File: src/rtl/wpm_pkg.sv
package wpm_pkg;
  // Which agent owns a home bank's write port in the current cycle
  typedef enum logic [1:0] {
    WS_NONE  = 2'd0,
    WS_PORTA = 2'd1,
    WS_PORTB = 2'd2,
    WS_CLEAN = 2'd3
  } wsrc_e;
endpackage

File: src/rtl/wpm_remap.sv
module wpm_remap #(
  parameter int NBANK = 4,
  parameter int ROWS  = 8,
  parameter int SPARE = 4
) (
  input  logic                               clk,
  input  logic                               rst_n,
  input  logic                               a_go,
  input  logic [$clog2(NBANK*ROWS)-1:0]      a_addr,
  input  logic                               b_home,
  input  logic                               b_div,
  input  logic [$clog2(NBANK*ROWS)-1:0]      b_addr,
  input  logic [NBANK-1:0]                   bank_busy,
  input  logic [$clog2(NBANK*ROWS)-1:0]      rd_addr,
  output logic                               rd_hit,
  output logic [$clog2(SPARE)-1:0]           rd_slot,
  output logic [$clog2(SPARE)-1:0]           div_slot,
  output logic                               cln_go,
  output logic [$clog2(SPARE)-1:0]           cln_slot,
  output logic [$clog2(NBANK*ROWS)-1:0]      cln_addr
);
  localparam int AW    = $clog2(NBANK*ROWS);
  localparam int BW    = $clog2(NBANK);
  localparam int SW    = $clog2(SPARE);
  localparam int NADDR = NBANK*ROWS;

  logic [NADDR-1:0]          vld_q, vld_n;
  logic [NADDR-1:0][SW-1:0]  slot_q, slot_n;
  logic [SPARE-1:0]          used_q, used_n;
  logic [SPARE-1:0][AW-1:0]  own_q, own_n;
  logic                      has_free, alloc;
  logic [SW-1:0]             free_slot;

  // lowest free spare slot
  always_comb begin
    has_free  = 1'b0;
    free_slot = '0;
    for (int i = SPARE-1; i >= 0; i--) begin
      if (!used_q[i]) begin
        has_free  = 1'b1;
        free_slot = SW'(i);
      end
    end
  end

  // lowest occupied slot whose home bank is idle this cycle
  always_comb begin
    cln_go   = 1'b0;
    cln_slot = '0;
    for (int i = SPARE-1; i >= 0; i--) begin
      if (used_q[i] && !bank_busy[own_q[i][BW-1:0]]) begin
        cln_go   = 1'b1;
        cln_slot = SW'(i);
      end
    end
  end

  assign cln_addr = own_q[cln_slot];
  assign alloc    = b_div && !vld_q[b_addr];
  assign div_slot = vld_q[b_addr] ? slot_q[b_addr] : free_slot;
  assign rd_hit   = vld_q[rd_addr];
  assign rd_slot  = slot_q[rd_addr];

  always_comb begin
    vld_n  = vld_q;
    slot_n = slot_q;
    used_n = used_q;
    own_n  = own_q;
    if (a_go && vld_q[a_addr]) begin
      vld_n[a_addr]          = 1'b0;
      used_n[slot_q[a_addr]] = 1'b0;
    end
    if (b_home && vld_q[b_addr]) begin
      vld_n[b_addr]          = 1'b0;
      used_n[slot_q[b_addr]] = 1'b0;
    end
    if (alloc) begin
      vld_n[b_addr]     = 1'b1;
      slot_n[b_addr]    = free_slot;
      used_n[free_slot] = 1'b1;
      own_n[free_slot]  = b_addr;
    end
    if (cln_go) begin
      vld_n[cln_addr]  = 1'b0;
      used_n[cln_slot] = 1'b0;
    end
  end

  always_ff @(posedge clk or negedge rst_n) begin
    if (!rst_n) begin
      vld_q  <= '0;
      used_q <= '0;
    end else begin
      vld_q  <= vld_n;
      used_q <= used_n;
    end
  end

  always_ff @(posedge clk) begin
    slot_q <= slot_n;
    own_q  <= own_n;
  end

  // a fresh slot is only claimed while one is free
  a_r3_no_overflow: assert property (@(posedge clk) disable iff (!rst_n)
    alloc |-> has_free);
  // live mappings never exceed the spare capacity and match slot usage
  a_r3_map_bound: assert property (@(posedge clk) disable iff (!rst_n)
    ($countones(vld_q) <= SPARE) && ($countones(vld_q) == $countones(used_q)));
  // a diverted write leaves its address mapped
  a_r2_div_mapped: assert property (@(posedge clk) disable iff (!rst_n)
    b_div |=> vld_q[$past(b_addr)]);
  // a home write by port A leaves the address unmapped
  a_r5_home_clears: assert property (@(posedge clk) disable iff (!rst_n)
    a_go |=> !vld_q[$past(a_addr)]);
  // the moved entry is unmapped on the edge of its home write
  a_r6_cln_invalidates: assert property (@(posedge clk) disable iff (!rst_n)
    cln_go |=> !vld_q[$past(cln_addr)]);
endmodule

File: src/rtl/wpm_banks.sv
module wpm_banks #(
  parameter int NBANK = 4,
  parameter int ROWS  = 8,
  parameter int SPARE = 4,
  parameter int DW    = 16
) (
  input  logic                                  clk,
  input  logic [NBANK-1:0]                      hwe,
  input  logic [NBANK-1:0][$clog2(ROWS)-1:0]    hrow,
  input  logic [NBANK-1:0][DW-1:0]              hdat,
  input  logic                                  swe,
  input  logic [$clog2(SPARE)-1:0]              sslot,
  input  logic [DW-1:0]                         sdat,
  input  logic [$clog2(NBANK)-1:0]              rbank,
  input  logic [$clog2(ROWS)-1:0]               rrow,
  input  logic [$clog2(SPARE)-1:0]              rslot,
  input  logic [$clog2(SPARE)-1:0]              cslot,
  output logic [DW-1:0]                         rhome,
  output logic [DW-1:0]                         rspare,
  output logic [DW-1:0]                         cdat
);
  logic [NBANK-1:0][DW-1:0] hrd;
  logic [DW-1:0]            smem [SPARE];

  for (genvar g = 0; g < NBANK; g++) begin : g_bank
    logic [DW-1:0] mem [ROWS];
    always_ff @(posedge clk) begin
      if (hwe[g]) mem[hrow[g]] <= hdat[g];
    end
    assign hrd[g] = mem[rrow];
  end

  always_ff @(posedge clk) begin
    if (swe) smem[sslot] <= sdat;
  end

  assign rhome  = hrd[rbank];
  assign rspare = smem[rslot];
  assign cdat   = smem[cslot];
endmodule

File: src/rtl/wpm_mem.sv
module wpm_mem #(
  parameter int NBANK = 4,
  parameter int ROWS  = 8,
  parameter int SPARE = 4,
  parameter int DW    = 16
) (
  input  logic                          clk,
  input  logic                          rst_n,
  input  logic                          wa_en,
  input  logic [$clog2(NBANK*ROWS)-1:0] wa_addr,
  input  logic [DW-1:0]                 wa_data,
  input  logic                          wb_en,
  input  logic [$clog2(NBANK*ROWS)-1:0] wb_addr,
  input  logic [DW-1:0]                 wb_data,
  input  logic                          rd_en,
  input  logic [$clog2(NBANK*ROWS)-1:0] rd_addr,
  output logic [DW-1:0]                 rd_data,
  output logic                          rd_valid
);
  import wpm_pkg::*;

  localparam int AW = $clog2(NBANK*ROWS);
  localparam int BW = $clog2(NBANK);
  localparam int RW = $clog2(ROWS);
  localparam int SW = $clog2(SPARE);

  logic [BW-1:0] a_bank, b_bank, c_bank;
  logic [RW-1:0] a_row, b_row, c_row;
  logic          a_go, b_home, b_div;
  logic [NBANK-1:0]         bank_busy, hwe;
  logic [NBANK-1:0][RW-1:0] hrow;
  logic [NBANK-1:0][DW-1:0] hdat;
  logic          rd_hit, cln_go;
  logic [SW-1:0] rd_slot, div_slot, cln_slot;
  logic [AW-1:0] cln_addr;
  logic [DW-1:0] rhome, rspare, cdat, rd_word;
  logic          rd_valid_q;
  logic [DW-1:0] rd_data_q;

  assign a_bank = wa_addr[BW-1:0];
  assign a_row  = wa_addr[AW-1:BW];
  assign b_bank = wb_addr[BW-1:0];
  assign b_row  = wb_addr[AW-1:BW];
  assign c_bank = cln_addr[BW-1:0];
  assign c_row  = cln_addr[AW-1:BW];

  // port B wins a same-address pair, so port A is dropped
  assign a_go   = wa_en && !(wb_en && (wb_addr == wa_addr));
  assign b_div  = wb_en && a_go && (b_bank == a_bank);
  assign b_home = wb_en && !b_div;

  for (genvar g = 0; g < NBANK; g++) begin : g_steer
    logic  a_sel, b_sel, c_sel;
    wsrc_e src;
    assign a_sel        = a_go   && (a_bank == BW'(g));
    assign b_sel        = b_home && (b_bank == BW'(g));
    assign c_sel        = cln_go && (c_bank == BW'(g));
    assign bank_busy[g] = a_sel || b_sel;
    assign src = a_sel ? WS_PORTA : b_sel ? WS_PORTB : c_sel ? WS_CLEAN : WS_NONE;
    assign hwe[g] = (src != WS_NONE);
    always_comb begin
      unique case (src)
        WS_PORTA: begin hrow[g] = a_row; hdat[g] = wa_data; end
        WS_PORTB: begin hrow[g] = b_row; hdat[g] = wb_data; end
        WS_CLEAN: begin hrow[g] = c_row; hdat[g] = cdat;    end
        default:  begin hrow[g] = '0;    hdat[g] = '0;      end
      endcase
    end
    // one writer per home bank per cycle
    a_r1_one_writer: assert property (@(posedge clk) disable iff (!rst_n)
      $countones({a_sel, b_sel, c_sel}) <= 1);
  end

  wpm_remap #(.NBANK(NBANK), .ROWS(ROWS), .SPARE(SPARE)) u_remap (
    .clk(clk), .rst_n(rst_n),
    .a_go(a_go), .a_addr(wa_addr),
    .b_home(b_home), .b_div(b_div), .b_addr(wb_addr),
    .bank_busy(bank_busy), .rd_addr(rd_addr),
    .rd_hit(rd_hit), .rd_slot(rd_slot), .div_slot(div_slot),
    .cln_go(cln_go), .cln_slot(cln_slot), .cln_addr(cln_addr)
  );

  wpm_banks #(.NBANK(NBANK), .ROWS(ROWS), .SPARE(SPARE), .DW(DW)) u_banks (
    .clk(clk), .hwe(hwe), .hrow(hrow), .hdat(hdat),
    .swe(b_div), .sslot(div_slot), .sdat(wb_data),
    .rbank(rd_addr[BW-1:0]), .rrow(rd_addr[AW-1:BW]),
    .rslot(rd_slot), .cslot(cln_slot),
    .rhome(rhome), .rspare(rspare), .cdat(cdat)
  );

  assign rd_word = rd_hit ? rspare : rhome;

  always_ff @(posedge clk or negedge rst_n) begin
    if (!rst_n) rd_valid_q <= 1'b0;
    else        rd_valid_q <= rd_en;
  end

  always_ff @(posedge clk) begin
    if (rd_en) rd_data_q <= rd_word;
  end

  assign rd_valid = rd_valid_q;
  assign rd_data  = rd_data_q;
endmodule

File: config.mk
export PLATFORM = sky130hd
export DESIGN_NAME = wpm_mem
export DESIGN_NICKNAME = d
export VERILOG_FILES = /design/src/rtl/wpm_pkg.sv /design/src/rtl/wpm_remap.sv /design/src/rtl/wpm_banks.sv /design/src/rtl/wpm_mem.sv
export SDC_FILE = /design/constraint.sdc
export NUM_CORES = 1
export LEC_CHECK = 0
export ABC_CLOCK_PERIOD_IN_PS = 6500
export BUFFER_PORTS_ARGS = -buffer_cell sky130_fd_sc_hd__buf_4
export CORE_MARGIN = 4
export CORE_UTILIZATION = 32
export CTS_CLUSTER_DIAMETER = 100
export DETAILED_ROUTE_END_ITERATION = 10
export PLACE_DENSITY = 0.5
export SKIP_LAST_GASP = 1
export SYNTH_ARGS = -nofsm -noshare
export SYNTH_HDL_FRONTEND = slang
export SYNTH_SLANG_ARGS = --single-unit
File: constraint.sdc
create_clock -name clk -period 6.5 [get_ports clk]
set_input_delay 1.95 -clock clk [delete_from_list [all_inputs] [get_ports clk]]
set_output_delay 1.95 -clock clk [all_outputs]
set_load 0.01 [all_outputs]
==> results of run 1 <==
where the power goes:
part,total [mW],switching [mW],internal [mW]
combinational,1.88,1.24,0.639
sequential,5.56,0.0920,5.47
clock,4.30,1.84,2.46
total,11.7,3.17,8.57
state kept, by name, indices dropped and copies added (netlist names):
| register | flops |
|---|---|
| u_remap.slot_q | 64 |
| rd_data | 16 |
| u_banks.smem | 64 |
| u_remap.own_q | 20 |
| rd_valid | 1 |
| u_banks.g_bank.mem | 512 |
| u_remap.used_q | 4 |
| u_remap.vld_q | 32 |
worst max-delay path, cell delays in order:
cell     delay [ns]
buf_4          0.31
nand3_1        0.20
o21a_1         0.22
and4_1         0.27
or2_2          0.33
o21a_2         0.37
o22ai_2        0.68
a31oi_2        0.41
nor4b_4        0.33
buf_4          0.30
stage by stage:
step / setup slack (ns) / total power [mW] / utilization
floorplan: 0.604 / 6.51 / -
global placement: 0.980 / 7.49 / 0.351
detailed placement: 0.816 / 7.54 / 0.351
CTS: 1.50 / 11.9 / 0.376
global route: 1.29 / 12.2 / 0.376
finish: 1.40 / 11.7 / 0.376
cell type report:
type	instances	area [um^2]
fillers	9251	62300
clock buffers	100	2060
inverters	31	116
well taps	1298	1620
diodes	2	5.00
flip-flops and latches	713	21200
clock inverters	43	443
repair buffers	212	1640
multi-input cells	944	10500
placed cells by master, fill, tap and decap left out, drive strengths merged, types with 5 or more instances in the layout:
cell	instances
a211oi	20
a21boi	5
a21oi	42
a22o	12
a22oi	102
a31o	6
a31oi	14
and2	6
and3	14
buf	212
bufinv	5
clkbuf	100
clkinv	32
dfrtp	37
edfxtp	676
inv	33
mux2i	40
mux4	241
nand2	51
nand2b	7
nand3	15
nand3b	12
nand4	5
nor2	73
nor2b	20
nor3	24
nor3b	13
nor4	6
o21ai	72
o221a	8
o221ai	25
o22a	9
o22ai	21
or2	8
or3	18
xnor2	5
logic make-up after synthesis:
| group | synth area share |
|---|---|
| flops | 0.660 |
| compound gates | 0.0831 |
| simple gates | 0.0518 |
| mux | 0.182 |
| buf+inv | 0.0223 |
| xor+xnor | 0.00136 |
worst max-delay path by stage:
stage	from	end	slack, ns	cells after the start
floorplan	wb_addr[0]	u_banks.g_bank[0].mem[5][0]	0.60	10
CTS	wb_addr[0]	u_banks.g_bank[0].mem[4][2]	1.50	10
global placement	wb_addr[0]	u_banks.g_bank[0].mem[4][5]	0.98	10
finish	wb_addr[0]	u_banks.g_bank[0].mem[4][6]	1.40	10
detailed placement	wb_addr[0]	u_banks.g_bank[0].mem[4][12]	0.82	10
global route	wb_addr[0]	u_banks.g_bank[0].mem[7][3]	1.29	11
layer usage:
layer  global-route usage  wire, um  vias up
met5                    0         9        -
met4               0.0703      3900        2
met3               0.0334      6480      181
met2                0.310     49300      865
met1                0.258     42800    10182
li1                     -         -     7990
==> flow_metrics.tcl, run 1 <==
set metrics [dict create \
    synthCells 1813 \
    synthTopCellsByCount "edfxtp_1, mux4_2, a22oi_1, nor2_1, o21ai_0" \
    worst_ep_required_time_ns 6.82 \
    ys_warn_count 0 \
    insertion_delay_ns 0.64 \
    whs_endpoint "u_remap.vld_q[12]" \
    cp_max_fo 20 \
    grt_pass1_vias 19339 \
    synthesis.nets 1865 \
    cts-buffers-inserted 79 \
    cp-end-kind "flop" \
    antenna_found_initial 4 \
    wirelength_um 102000 \
    worstMarginPinSlew_ns 1.25 \
    clock.fmax_ghz 0.196 \
    htree_num_levels 3 \
    r2r-start "u_remap.own_q[16]" \
    grt_pass1_wl_um 146000 \
    hold_depth 2 \
    port_buffers 68 \
    avgSynthCellArea_um2 17.7 \
    final_cells 3343 \
    path_clk_slew_ns 0.06 \
    drt_first_pass_iters 6 \
    initial_core_util 0.322 \
    ys_async_sr_fraction 0.0519 \
    ys_ff_latch 713 \
    synth_flop_cell "edfxtp_1" \
    r2r_cells 8 \
    synth_edf_count 676 \
    placed_cell_area_mm2 0.0351 \
    final-hold-violation-count 0 \
    hold_buffers 0 \
    crit_type "in -> reg" \
    ctsRootBufferMaster "clkbuf_16" \
    synth_area_leaders "edfxtp_1, mux4_2, dfrtp_1, a22oi_1, mux2i_1" \
    postCtsSetupBuffers 0 \
    grt_max_degree 47 \
    netlist.area_leader.share 0.631 \
    synth.distinct_cells 91 \
    cp-start-kind "input port" \
    cts_tree "done" \
    gp_congestion 0.875 \
    hold_slack_ns 0.603 \
    worstPathArrival_ns 5.42 \
    leakagePower_nw 12.5 \
    ys_seq_area_frac 0.660 \
    final_nets 2033 \
    rrSetupSlack_ns 2.68 \
    track_usage 0.191 \
    remaining_drc_errors 0 \
    peakVddDrop_v 0.000175 \
    post_cts_resized 0 \
    drv_slew 0 \
    wire_per_inst_um 30.6 \
    finalCritPeriodShare 0.785 \
    die_h_um 325 \
    outcome "completed" \
    maxSlewHeadroom 0.165 \
    die_width_um 325 \
    fin_crit_ns 5.10 \
    overflow 0 \
    max-cap-violations 0 \
    drt_iter0_markers 2005 \
    routed_via_density 5.75 \
    power_density_mw_per_mm2 313 \
    tns_ns 0 \
    hold_path.class "reg -> reg" \
    final_area_mm2 0.0376 \
    yosysMostFrequentCell "edfxtp_1" \
    syn_to_final_growth_pct 16.8 \
    yosys.area.top_type "edfxtp_1" \
    post-place-cells 3198 \
    cts_buffer_depth 3 \
    dieArea_mm2 0.106 \
    fp-row-count 116 \
    hpwl_um 71200 \
    rsz0062_at_grt "false" \
    pin_count 69 \
    layout-drive-gt1-share 0.317 \
    core_area_mm2 0.0999 \
    reg2reg_to "u_banks.g_bank[3].mem[2][10]" \
    drtAntennaViolNets 0 \
    hold_start "u_remap.vld_q[12]" \
    synthesis.area_mm2 0.0322 \
    skew_ns 0.0471 \
    route.vias.total 19220 \
    clkSinkCount 713 \
    setup_viol 0 \
]
Power figures use the tool's default switching activity.
==> inputs of run 2 (changes only) <==
- ABC_CLOCK_PERIOD_IN_PS: 6500 -> 5100
- clock period: 6.5 -> 5.1 ns (I/O delays scaled with it)
==> run 2 against run 1 <==
  * Flip-flop and latch count did not move
  * First-iteration DRC count rose by 21%
  * Final area increased by 1.4%
  * Register-to-register slack lost 1.5 ns
  * Combinational power rose by 33%
  * Largest power group unchanged
  * Highest routed layer unchanged
==> flow_metrics.tcl, run 2 (synthesis results as in run 1) <==
set metrics [dict create \
    outcome "completed" \
    clkSinkCount 713 \
    crit_cells 10 \
    cp-start-kind "input port" \
    layout-drive-gt1-share 0.335 \
    drtAntennaViolNets 0 \
    antenna_found_initial 4 \
    hpwl_um 70800 \
    cts-buffers-inserted 77 \
    post_cts_resized 0 \
    drv_slew 0 \
    crit_path_max_incr_delay_ns 0.73 \
    rrSetupSlack_ns 1.17 \
    dieArea_mm2 0.106 \
    grt_pass1_vias 19206 \
    hold_depth 2 \
    ctsRootBufferMaster "clkbuf_16" \
    cp_slowest_cell "o21ai_0" \
    final_common_cell "edfxtp_1" \
    wire_per_inst_um 30.2 \
    pin_count 69 \
    total_power_mw 15.1 \
    core_area_mm2 0.0999 \
    fp-row-count 116 \
    track_usage 0.189 \
    maxSlewHeadroom 0.129 \
    r2r-start "u_remap.own_q[16]" \
    power_density_mw_per_mm2 397 \
    worstPathArrival_ns 5.04 \
    cts_tree "done" \
    wirelength_um 102000 \
    insertion_delay_ns 0.64 \
    peakVddDrop_v 0.000265 \
    final_nets 2065 \
    finalCritPeriodShare 0.900 \
    setup_viol 0 \
    path_delay_family "compound AO/OA/AOI/OAI gates" \
    remaining_drc_errors 0 \
    fin_ws_ns 0.509 \
    hold_slack_ns 0.592 \
    crit_chain "buf_4 > nor3b_2 > or4_1 > a31oi_2 > or2_2 > o21a_2 > o22a_2 > nand2_1 > o21ai_0 > buf_4" \
    gp_congestion 0.871 \
    die_h_um 325 \
    syn_to_final_growth_pct 18.4 \
    hold_start "u_remap.vld_q[8]" \
    place_ws_ns -0.0949 \
    worst_ep_required_time_ns 5.55 \
    grt_pass1_wl_um 145000 \
    initial_core_util 0.322 \
    startpoint "wa_en" \
    routed_via_density 5.78 \
    max-cap-violations 0 \
    clock.fmax_ghz 0.218 \
    crit_type "in -> reg" \
    cpMostUsedCell "buf_4" \
    port_buffers 68 \
    final-hold-violation-count 0 \
    hold_path.class "reg -> reg" \
    grt_max_degree 49 \
    fin_crit_ns 4.59 \
    critPathBufInv 2 \
    overflow 0 \
    die_width_um 325 \
    postCtsSetupBuffers 0 \
    rsz0062_at_grt "false" \
    tns_ns 0 \
    hold_buffers 0 \
    cp_max_fo 17 \
    cp-end-kind "flop" \
    drt_first_pass_iters 9 \
    htree_num_levels 3 \
    route.vias.total 19479 \
    largest_reg_flops 512 \
    r2r_cells 8 \
    leakagePower_nw 12.7 \
    path_clk_slew_ns 0.06 \
    worstMarginPinSlew_ns 1.30 \
    final_cell_mix "edfxtp_1, mux4_2, buf_4" \
    drt_iter0_markers 2429 \
    antenna_cells 0 \
    skew_ns 0.0494 \
    cts_buffer_depth 3 \
]
[run 2: final timing paths]
check,to
max in group asynchronous,u_remap.vld_q[1]
worst max-delay path,u_banks.g_bank[1].mem[5][15]
worst max register to register,u_banks.g_bank[1].mem[5][15]
worst min-delay path,u_remap.vld_q[8]
worst min register to register,u_remap.vld_q[8]
min in group asynchronous,u_remap.vld_q[6]
[run 2: report_power, final]
group	internal (mW)	switching, mW	total [mW]
Clock	3.18	2.35	5.53
Combinational	0.886	1.62	2.50
Sequential	6.97	0.111	7.08
[run 2: final cells by class]
| class | count | area (um^2) |
|---|---|---|
| sequential | 713 | 21200 |
| timing repair buffer | 246 | 2120 |
| tap | 1298 | 1620 |
| inverter | 31 | 116 |
| clock buffer | 91 | 1990 |
| fill | 9167 | 61800 |
| clock inverter | 49 | 519 |
| multi-input combinational | 944 | 10500 |
[run 2: worst min-delay path, delay by kind of cell (launching register included)]
kind | cells | cell delay [ns]
flip-flops | 1 | 0.40
AO/OA/AOI/OAI | 2 | 0.15
[run 2: per-layer routing]
metal  part of all wire  vias up  track usage
li1                   -     8058            -
met4              0.024        6       0.0476
met1               0.42    10318        0.271
met2               0.46      952        0.295
met5             0.0013        -      0.00725
met3              0.086      145       0.0395
[run 2: per-stage QoR]
stage	util	area, um^2	instances
floorplan	-	32200	1813
global placement	0.356	35600	3232
detailed placement	0.356	35600	3232
CTS	0.381	38100	3372
global route	0.381	38100	3372
finish	0.381	38100	3372
